### src/rtl/sysClkScalerPkg.sv
package sysClkScalerPkg;
  // Commands issued by the control path to the datapath.
  typedef struct packed {
    logic arm;     // divider turns on: load field, restart counter
    logic disarm;  // divider turns off: field kept
  } scalerCmd_t;
endpackage

### src/rtl/sysClkScalerCtrl.sv
module sysClkScalerCtrl
  import sysClkScalerPkg::*;
(
  input  logic       clk,
  input  logic       rstN,
  input  logic       regWrEn,
  input  logic       wrEnableBit,
  output logic       enabled,
  output scalerCmd_t cmd
);
  always_comb begin
    cmd.arm    = regWrEn && wrEnableBit && !enabled;
    cmd.disarm = regWrEn && !wrEnableBit;
  end

  always_ff @(posedge clk or negedge rstN) begin
    if (!rstN)           enabled <= 1'b0;
    else if (cmd.arm)    enabled <= 1'b1;
    else if (cmd.disarm) enabled <= 1'b0;
  end
endmodule

### src/rtl/sysClkScalerPath.sv
module sysClkScalerPath
  import sysClkScalerPkg::*;
#(
  parameter int FIELD_W = 7
) (
  input  logic               clk,
  input  logic               rstN,
  input  scalerCmd_t         cmd,
  input  logic               enabled,
  input  logic [FIELD_W-1:0] wrField,
  output logic [FIELD_W-1:0] field,
  output logic               tickEn
);
  localparam int CNT_W = FIELD_W + 1;
  localparam int BASE  = (1 << FIELD_W) + 1;  // divisor = BASE - field

  logic [CNT_W-1:0] count;
  logic [CNT_W-1:0] lastIdx;

  assign lastIdx = CNT_W'(BASE - 1) - {1'b0, field};
  assign tickEn  = !enabled || (count == lastIdx);

  always_ff @(posedge clk or negedge rstN) begin
    if (!rstN)        field <= '0;
    else if (cmd.arm) field <= wrField;
  end

  always_ff @(posedge clk or negedge rstN) begin
    if (!rstN)                 count <= '0;
    else if (cmd.arm)          count <= '0;
    else if (!enabled)         count <= '0;
    else if (count == lastIdx) count <= '0;
    else                       count <= count + CNT_W'(1);
  end
endmodule

### src/rtl/sysClkScaler.sv
module sysClkScaler
  import sysClkScalerPkg::*;
#(
  parameter int FIELD_W = 7
) (
  input  logic             clk,
  input  logic             rstN,
  input  logic             regWrEn,
  input  logic [FIELD_W:0] regWrData,
  output logic [FIELD_W:0] regRdData,
  output logic             tickEn
);
  scalerCmd_t         cmd;
  logic               enabled;
  logic [FIELD_W-1:0] field;

  sysClkScalerCtrl uCtrl (
    .clk         (clk),
    .rstN        (rstN),
    .regWrEn     (regWrEn),
    .wrEnableBit (regWrData[FIELD_W]),
    .enabled     (enabled),
    .cmd         (cmd)
  );

  sysClkScalerPath #(.FIELD_W(FIELD_W)) uPath (
    .clk     (clk),
    .rstN    (rstN),
    .cmd     (cmd),
    .enabled (enabled),
    .wrField (regWrData[FIELD_W-1:0]),
    .field   (field),
    .tickEn  (tickEn)
  );

  assign regRdData = {enabled, field};
endmodule

### config.mk
export PLATFORM = sky130hd
export DESIGN_NAME = sysClkScaler
export DESIGN_NICKNAME = d
export VERILOG_FILES = /design/src/rtl/sysClkScalerPkg.sv /design/src/rtl/sysClkScalerCtrl.sv /design/src/rtl/sysClkScalerPath.sv /design/src/rtl/sysClkScaler.sv
export SDC_FILE = /design/constraint.sdc
export NUM_CORES = 1
export LEC_CHECK = 0
export ABC_CLOCK_PERIOD_IN_PS = 6300
export BUFFER_PORTS_ARGS = -buffer_cell sky130_fd_sc_hd__buf_4
export CAP_MARGIN = 20
export CORE_MARGIN = 2
export CORE_UTILIZATION = 40
export DETAILED_ROUTE_END_ITERATION = 10
export GPL_ROUTABILITY_DRIVEN = 0
export HOLD_SLACK_MARGIN = 0.1
export PLACE_DENSITY_LB_ADDON = 0.25
export SLEW_MARGIN = 20
export SYNTH_ARGS = -nofsm -noshare
export SYNTH_HDL_FRONTEND = slang
export SYNTH_SLANG_ARGS = --single-unit
### constraint.sdc
create_clock -name clk -period 6.3 [get_ports clk]
set_clock_uncertainty 0.05 [all_clocks]
set_input_delay 0.315 -clock clk [delete_from_list [all_inputs] [get_ports clk]]
set_output_delay 0.315 -clock clk [all_outputs]
set_load 0.01 [all_outputs]
==> results of run 1 <==
## registers in the layout, summed over array words and instances, names as in the netlist
register       cells
uPath.count        8
uPath.field        7
uCtrl.enabled      1
## cell families (layout without fill, tap and decap cells)
family                     Yosys count  after routing  synth area share (%)
DFF                                 16             16                  40.4
adders and majority gates            2              2                  2.52
AOI/OAI and AO/OA                    9              9                  9.21
and+or+nand+nor                     37             37                  19.2
xor gates and xnor gates            15             15                  14.8
muxes                                8              8                  9.08
buffers and inverters               10             26                  4.92
## layout by cell type, fill, tap and decap left out
cell           instances
buf_4                 19
dfrtp_1               16
xnor2_1               11
nand2_1                9
mux2_2                 8
nand3_1                7
nor2_1                 7
inv_1                  3
xor2_1                 3
nor3_1                 3
clkbuf_4               3
and3_1                 2
o211ai_1               2
nor4_1                 2
ha_1                   2
or3_4                  1
o31ai_1                1
nand4_1                1
o21ba_2                1
or3_1                  1
xor3_1                 1
a31o_1                 1
and3b_2                1
a211o_2                1
a21oi_1                1
a22oi_1                1
a2111oi_4              1
nor3b_1                1
nand2b_1               1
nand3b_1               1
dlygate4sd3_1          1
## worst paths after layout
check	startpoint	endpoint	depth (start not counted)	slack [ns]
min reg2reg	uPath.count[0]	uPath.count[0]	1	0.52
max in group asynchronous	rstN	uPath.field[5]	2	5.64
min in group asynchronous	rstN	uPath.count[1]	2	0.38
min	regWrData[5]	uPath.field[5]	2	0.21
max	uPath.field[0]	tickEn	8	3.17
max reg2reg	uPath.field[0]	uPath.count[7]	7	3.82
## per-layer routing
| metal | GRT usage, % | up-vias | wire [um] |
|---|---|---|---|
| met5 | 0 | - | 0 |
| met4 | 8.97 | 0 | 36 |
| met3 | 1.67 | 4 | 46 |
| met2 | 23.2 | 12 | 907 |
| met1 | 19.3 | 363 | 862 |
| li1 | - | 368 | - |
## metrics by stage
step	util [%]	instances	cell area [um^2]	hold WS, ns
after floorplan	-	97	992	-0.0306
after global placement	47.1	139	1130	0.135
after detailed placement	47.1	139	1130	0.138
after CTS	48.4	143	1170	0.209
after global routing	48.4	143	1170	0.206
final	48.4	143	1170	0.214
## final cells by class
| class | instances | area, um^2 |
|---|---|---|
| clock buffer | 3 | 22.5 |
| fill | 230 | 1240 |
| inverter | 3 | 11.3 |
| multi-input combinational | 71 | 543 |
| sequential | 16 | 400 |
| tap | 30 | 37.5 |
| timing repair buffer | 20 | 153 |
## power groups by stage
stage | registers [mW] | logic, mW | clock network, mW
2_1_floorplan | 0.136 | 0.0769 | 0
3_5_place_dp | 0.145 | 0.100 | 0
4_1_cts | 0.143 | 0.101 | 0.0532
3_3_place_gp | 0.145 | 0.0976 | 0
6_report | 0.143 | 0.0995 | 0.0509
5_1_grt | 0.147 | 0.110 | 0.0575
## synth_stat cells (all sizes together)
master and count:
dfrtp 16, xnor2 11, nand2 9, mux2 8
nand3 7, nor2 7, clkbuf 5, inv 3
nor3 3, xor2 3, and3 2, buf 2
ha 2, nor4 2, o211ai 2, or3 2
a2111oi 1, a211o 1, a21oi 1, a22oi 1
a31o 1, and3b 1, nand2b 1, nand3b 1
nand4 1, nor3b 1, o21ba 1, o31ai 1
xor3 1
## worst max-delay path: stages (launching register included)
cell       delay, ns
dfrtp_1         0.49
inv_1           0.10
ha_1            0.29
o211ai_1        0.13
or3_1           0.33
a31o_1          0.24
a2111oi_4       0.61
nand2b_1        0.18
buf_4           0.12
## repair_timing
item                                   in CTS  in global routing
setup endpoints to repair                   0                  0
hold buffers                                1                  0
endpoints found under the hold margin      16                  0
==> results.cfg, run 1 <==
[clocking]
clockBufferDepth = 2
cts_made_buffers = 3
path_clk_slew_ns = 0.08
post_cts_resize_count = 0
clock_sinks = 16
clk_latency_ns = 0.28
ctsHtreeMaxLevel = 1
cts_root_buffer = clkbuf_4
cts_tree = built
cts_post_setup_buffers_inserted = 0

[power]
swShare_pct = 33.4
p_clk_share_pct = 17.3
leakagePower_nw = 0.517
p_per_area_nw_per_um2 = 252
power_mw = 0.294
p_seq_share_pct = 48.8
power_switching_mw = 0.0981
p_comb_share_pct = 33.9
peakVddDrop_v = 0.000180
p_int_mw = 0.196

[logic_synthesis]
ys_ff_latch = 16
synthDistinctLibCells = 31
yosysTopAreaCellShare_pct = 40.4
syn_nets = 110
synthTopCellsByArea = dfrtp_1, xnor2_1, mux2_2
yosys.area.top_type = dfrtp_1
synth_warnings = 0
syn_area_um2 = 992
avgSynthCellArea_um2 = 10.2
ys_seq_area_share_pct = 40.4
syn_inst = 97

[floorplanning]
rows = 18
ios = 20
start_util_pct = 41.2
fp.dieW_um = 53.8
dieArea_um2 = 2890
coreArea_um2 = 2410
die_h_um = 53.8

[final_layout]
nNetsFinal = 128
layout-drive-gt1-share_pct = 31.0
diodes = 0
synthToLayoutAreaGrowth_pct = 17.7

[worst_setup_path]
endpoint_kind = output pin
cp_max_fo = 10
startpoint_type = register
required_ns = 5.93
arrival_ns = 2.76
path_class = register to output pin

[placed_design]
place_ws_ns = 3.48
portBuffers = 19
dp.final_hpwl_um = 1420

[timing]
grt_setup_unrepaired = no
hold_viol_final = 0
slew_violations = 0
tightest_slew_ns = 0.577
tns_ns = 0
finalWorstSetupSlack_ns = 3.17
finalSetupViolCount = 0
period_share_pct = 49.7
fin_crit_ns = 3.13
slew_headroom_pct = 61.5
fmax_mhz = 320

[global_route]
gr-total-overflow = 0
grt_pass1_wl_um = 3020
gr-usage-all-layers_pct = 14.7
grt_max_degree = 17
antenna_found_initial = 0
grt_pass1_vias = 686

[worst_hold_path]
hold_path.class = primary input to register

[detailed_routing]
routedWlPerCell_um = 13.0
final_antenna_net_count = 0
viasPerCell = 5.22
drt_pass1_iterations = 4
wirelength_um = 1850
route.detailed.drc = 0
vias = 747
drt_iter0_drc = 12

[run]
maxCapViolations = 0

[status]
status = complete, no violations
(Power assumes the default switching activity.)
==> run 2, diff against run 1 <==
--- a/config.mk
+++ b/config.mk
@@ -5,7 +5,7 @@
 export SDC_FILE = /design/constraint.sdc
 export NUM_CORES = 1
 export LEC_CHECK = 0
-export ABC_CLOCK_PERIOD_IN_PS = 6300
+export ABC_CLOCK_PERIOD_IN_PS = 2900
 export BUFFER_PORTS_ARGS = -buffer_cell sky130_fd_sc_hd__buf_4
 export CAP_MARGIN = 20
 export CORE_MARGIN = 2
==> constraint.sdc (replaced) <==
create_clock -name clk -period 2.9 [get_ports clk]
set_clock_uncertainty 0.05 [all_clocks]
set_input_delay 0.145 -clock clk [delete_from_list [all_inputs] [get_ports clk]]
set_output_delay 0.145 -clock clk [all_outputs]
set_load 0.01 [all_outputs]
==> run 2 against run 1 <==
  * Cell count increased by 8.4%
  * Routed wire length increased by 11%
  * Non-clock buffer count increased by 11
  * Highest routed layer unchanged
  * Combinational power increased by 140%
  * Via count increased by 4.7%
  * Sequential power increased by 110%
  * Critical path depth decreased by 2
  * Register-to-register slack got worse by 3.3 ns
  * Sequential cell count unchanged
  * Final area increased by 10%
==> results.cfg, run 2 (same netlist as run 1, synthesis figures left out) <==
[global_route]
antenna_found_initial = 0
grt_pass1_vias = 735
grt_max_degree = 17
gr-usage-all-layers_pct = 15.5
grt_pass1_wl_um = 3270
gr-total-overflow = 0

[timing]
grt_setup_unrepaired = no
fmax_mhz = 378
period_share_pct = 91.2
finalSetupViolCount = 0
tightest_slew_ns = 0.400
slew_headroom_pct = 73.3
fin_crit_ns = 2.64
hold_viol_final = 0
slew_violations = 0
tns_ns = 0

[clocking]
clockBufferDepth = 2
clock_sinks = 16
path_clk_slew_ns = 0.10
clk_latency_ns = 0.28
cts_tree = built
cts_root_buffer = clkbuf_4
cts_made_buffers = 3
ctsHtreeMaxLevel = 1
cts_post_setup_buffers_inserted = 0

[power]
leakagePower_nw = 0.572
power_mw = 0.696
peakVddDrop_v = 0.000430
p_per_area_nw_per_um2 = 541

[final_layout]
layout-drive-gt1-share_pct = 30.4
layout_commonest_cell = buf_4
largest_reg_flops = 8
synthToLayoutAreaGrowth_pct = 29.6
regMostFlops = uPath.count
diodes = 0
largestRegisters = uPath.count x8, uPath.field x7, uCtrl.enabled x1
final_util_pct = 53.4
final_cell_mix = buf_4, dfrtp_1, xnor2_1
nNetsFinal = 139

[worst_setup_path]
startpoint_type = register
worst_path_largest_cell_delay_ns = 0.48
cp_max_fo = 9
crit_start = uPath.field[2]
required_ns = 2.71
slowest_stage = dfrtp_1
cp_top_family = simple AND/OR/NAND/NOR gates
path_class = register to output pin
reg2reg_from = uPath.field[2]
worst-path-buf-inv = 1
endpoint_kind = output pin
arrival_ns = 2.45
critical_path.cell_chain = or3_4, or3_1, a31o_1, a2111oi_4, nand2b_1, buf_4

[detailed_routing]
wirelength_um = 2060
vias = 782
route.detailed.drc = 0
viasPerCell = 5.05
drt_iter0_drc = 14
final_antenna_net_count = 0
drt_pass1_iterations = 4
routedWlPerCell_um = 13.3

[floorplanning]
rows = 18
die_h_um = 53.8
ios = 20
start_util_pct = 41.2
coreArea_um2 = 2410
dieArea_um2 = 2890
fp.dieW_um = 53.8

[worst_hold_path]
hold_path.class = primary input to asynchronous set/reset pin

[status]
status = complete, no violations

[run]
maxCapViolations = 0

[placed_design]
portBuffers = 19
-- run 2: cell types whose count changed in the layout (fill, tap and decap cells not counted) --
cell	previous run	this run
dlygate4sd3_1	1	10
clkbuf_8	0	1
buf_4	19	21
-- run 2: layout make-up --
type | count | area, um^2
multi-input cells | 71 | 543
repair buffers | 31 | 258
fillers | 214 | 1120
inverters | 3 | 11.3
flip-flops and latches | 16 | 400
clock buffers | 4 | 36.3
well taps | 30 | 37.5
-- run 2: worst paths after layout --
check                                 endpoint  slack (ns)  cells after the start
worst max-delay path                    tickEn        0.26                      6
worst min-delay path            uPath.count[4]        0.20                      2
worst max register to register  uPath.count[0]        0.57                      6
max in group asynchronous       uPath.count[7]        2.42                      2
worst min register to register  uPath.count[0]        0.51                      1
min in group clk                uPath.field[0]        0.47                      3
-- run 2: metrics by stage --
step / hold slack [ns] / instances / setup WS [ns] / cell area, um^2
after floorplan: -0.201 / 97 / 0.411 / 992
after global placement: -0.0344 / 141 / 0.593 / 1150
after detailed placement: -0.0274 / 141 / 0.583 / 1150
after CTS: 0.191 / 155 / 0.241 / 1290
after global routing: 0.202 / 155 / 0.0860 / 1290
final: 0.198 / 155 / 0.255 / 1290
-- run 2: timing repair --
action	in CTS	in global routing
hold endpoints to repair	24	0
gates resized for setup	0	0
hold buffers	10	0
-- run 2: where the power goes --
part | switching [mW] | internal (mW) | total [mW]
Sequential | 0.0526 | 0.252 | 0.305
Clock | 0.0731 | 0.0763 | 0.149
Combinational | 0.104 | 0.138 | 0.242
-- run 2: per-layer routing --
layer  up-vias  share of wire, %  track usage [%]
li1        390                 -                -
met1       375                47             20.9
met2        15                50             25.0
met3         2               2.9             1.94
met4         0              0.39             5.98
met5         -                 0                0
==> run 3, diff against run 2 <==
--- a/config.mk
+++ b/config.mk
@@ -14,6 +14,7 @@
 export GPL_ROUTABILITY_DRIVEN = 0
 export HOLD_SLACK_MARGIN = 0.1
 export PLACE_DENSITY_LB_ADDON = 0.25
+export SETUP_SLACK_MARGIN = 0.4
 export SLEW_MARGIN = 20
 export SYNTH_ARGS = -nofsm -noshare
 export SYNTH_HDL_FRONTEND = slang
==> run 3 against run 2 <==
  * Sequential power is 5% lower
  * Non-clock buffer count is 4 higher
  * Die area stayed put
  * Critical path depth is 2 higher
  * Via count is 2.3% higher
  * Sequential share of layout area is 0.73 points lower
==> results.cfg, run 3 (same netlist as run 1, synthesis figures left out) <==
[power]
peakVddDrop_v = 0.000451
swShare_pct = 32.9
leakagePower_nw = 0.587
p_per_area_nw_per_um2 = 549
p_clk_share_pct = 20.8
p_comb_share_pct = 39.7
power_switching_mw = 0.241
power_mw = 0.733
p_seq_share_pct = 39.5
p_int_mw = 0.491

[worst_setup_path]
arrival_ns = 2.26
path_class = register to output pin
critical_path.cell_chain = inv_1, ha_4, o211ai_1, or3_1, a31o_1, a2111oi_4, nand2b_1, buf_4
reg2reg_from = uPath.field[0]
cp_max_fo = 6
r2r_slack_ns = 0.77
worst_path_largest_cell_delay_ns = 0.39
endpoint_kind = output pin
crit_start = uPath.field[0]
startpoint_type = register
ff2ff_path_depth = 8
reg2reg_to = uPath.count[0]
required_ns = 2.71
slowest_stage = dfrtp_1

[timing]
hold_viol_final = 0
finalSetupViolCount = 0
tns_ns = 0
finalWorstSetupSlack_ns = 0.446
fin_crit_ns = 2.45
slew_headroom_pct = 75.1
period_share_pct = 84.6
grt_setup_unrepaired = yes
tightest_slew_ns = 0.372
slew_violations = 0
whs_ns = 0.193
fmax_mhz = 407

[detailed_routing]
route.detailed.drc = 0
viasPerCell = 5.03
drt_pass1_iterations = 3
routedWlPerCell_um = 13.4
drt_iter0_drc = 6
wirelength_um = 2130
final_antenna_net_count = 0
vias = 800

[floorplanning]
ios = 20
dieArea_um2 = 2890
coreArea_um2 = 2410
start_util_pct = 41.2
rows = 18
die_h_um = 53.8
fp.dieW_um = 53.8

[final_layout]
diodes = 0
fin_cells = 159
regMostFlops = uPath.count
layout-drive-gt1-share_pct = 36.4
seq_area_um2 = 405
synthToLayoutAreaGrowth_pct = 34.4
layout_commonest_cell = buf_4
largest_reg_flops = 8
fin_area_um2 = 1330
nNetsFinal = 143
final_cell_mix = buf_4, dfrtp_1, xnor2_1
nFillCells = 204
multi_input_area_um2 = 556
final_util_pct = 55.3
largestRegisters = uPath.count x8, uPath.field x7, uCtrl.enabled x1

[placed_design]
place_area_um2 = 1150
place_ws_ns = 0.583
portBuffers = 19
placed_cells = 141

[global_route]
grt_max_degree = 17
gr-usage-all-layers_pct = 16.1
antenna_found_initial = 0
gr-total-overflow = 0
grt_pass1_vias = 749
grt_pass1_wl_um = 3390

[status]
status = complete, no violations

[clocking]
clk_latency_ns = 0.29
ctsHtreeMaxLevel = 1
clock_sinks = 16
clockBufferDepth = 2
cts_made_buffers = 3
cts_root_buffer = clkbuf_4
cts_tree = built
path_clk_slew_ns = 0.10

[run]
maxCapViolations = 0

[worst_hold_path]
hold_path.class = primary input to asynchronous set/reset pin
==> run 3: changes by cell type in the layout (fill, tap and decap cells not counted), sizes merged <==
cell	before	now
buf	21	25
==> run 3: worst max path at each step <==
stage,cells past startpoint,end
2_1_floorplan,8,tickEn
3_3_place_gp,6,tickEn
3_5_place_dp,6,tickEn
4_1_cts,8,tickEn
5_1_grt,8,tickEn
6_report,8,tickEn
==> run 3: layout make-up <==
class / count / share of cell area [%]
tap: 30 / 2.81
multi-input combinational: 71 / 41.7
clock buffer: 4 / 2.72
sequential: 16 / 30.4
inverter: 3 / 0.844
timing repair buffer: 35 / 21.6
==> run 3: critical path: cells and delay by family, from the launching register on <==
family	cells	cell delay [ns]
fa+ha+maj	1	0.18
simple gates	2	0.53
flops	1	0.39
compound gates	3	0.64
buf+inv	2	0.22
==> run 3: what timing repair did <==
action	CTS	global route
endpoints found under the setup margin	1	1
setup buffers	4	0
gates resized for setup	6	0
hold endpoints to repair	24	0
hold buffers	10	0
pin swaps	3	0
==> run 3: per-layer routing <==
| metal | track usage (%) | share of wire (%) |
|---|---|---|
| met5 | 0 | 0 |
| met1 | 22.1 | 48 |
| met4 | 5.98 | 0.80 |
| met2 | 25.8 | 49 |
| met3 | 1.94 | 2.1 |
==> run 3: power groups by stage <==
stage / sequential, mW / clock (mW) / combinational, mW
2_1_floorplan: 0.295 / 0 / 0.167
3_3_place_gp: 0.308 / 0 / 0.226
3_5_place_dp: 0.310 / 0 / 0.230
4_1_cts: 0.289 / 0.156 / 0.292
5_1_grt: 0.295 / 0.167 / 0.315
6_report: 0.290 / 0.152 / 0.291
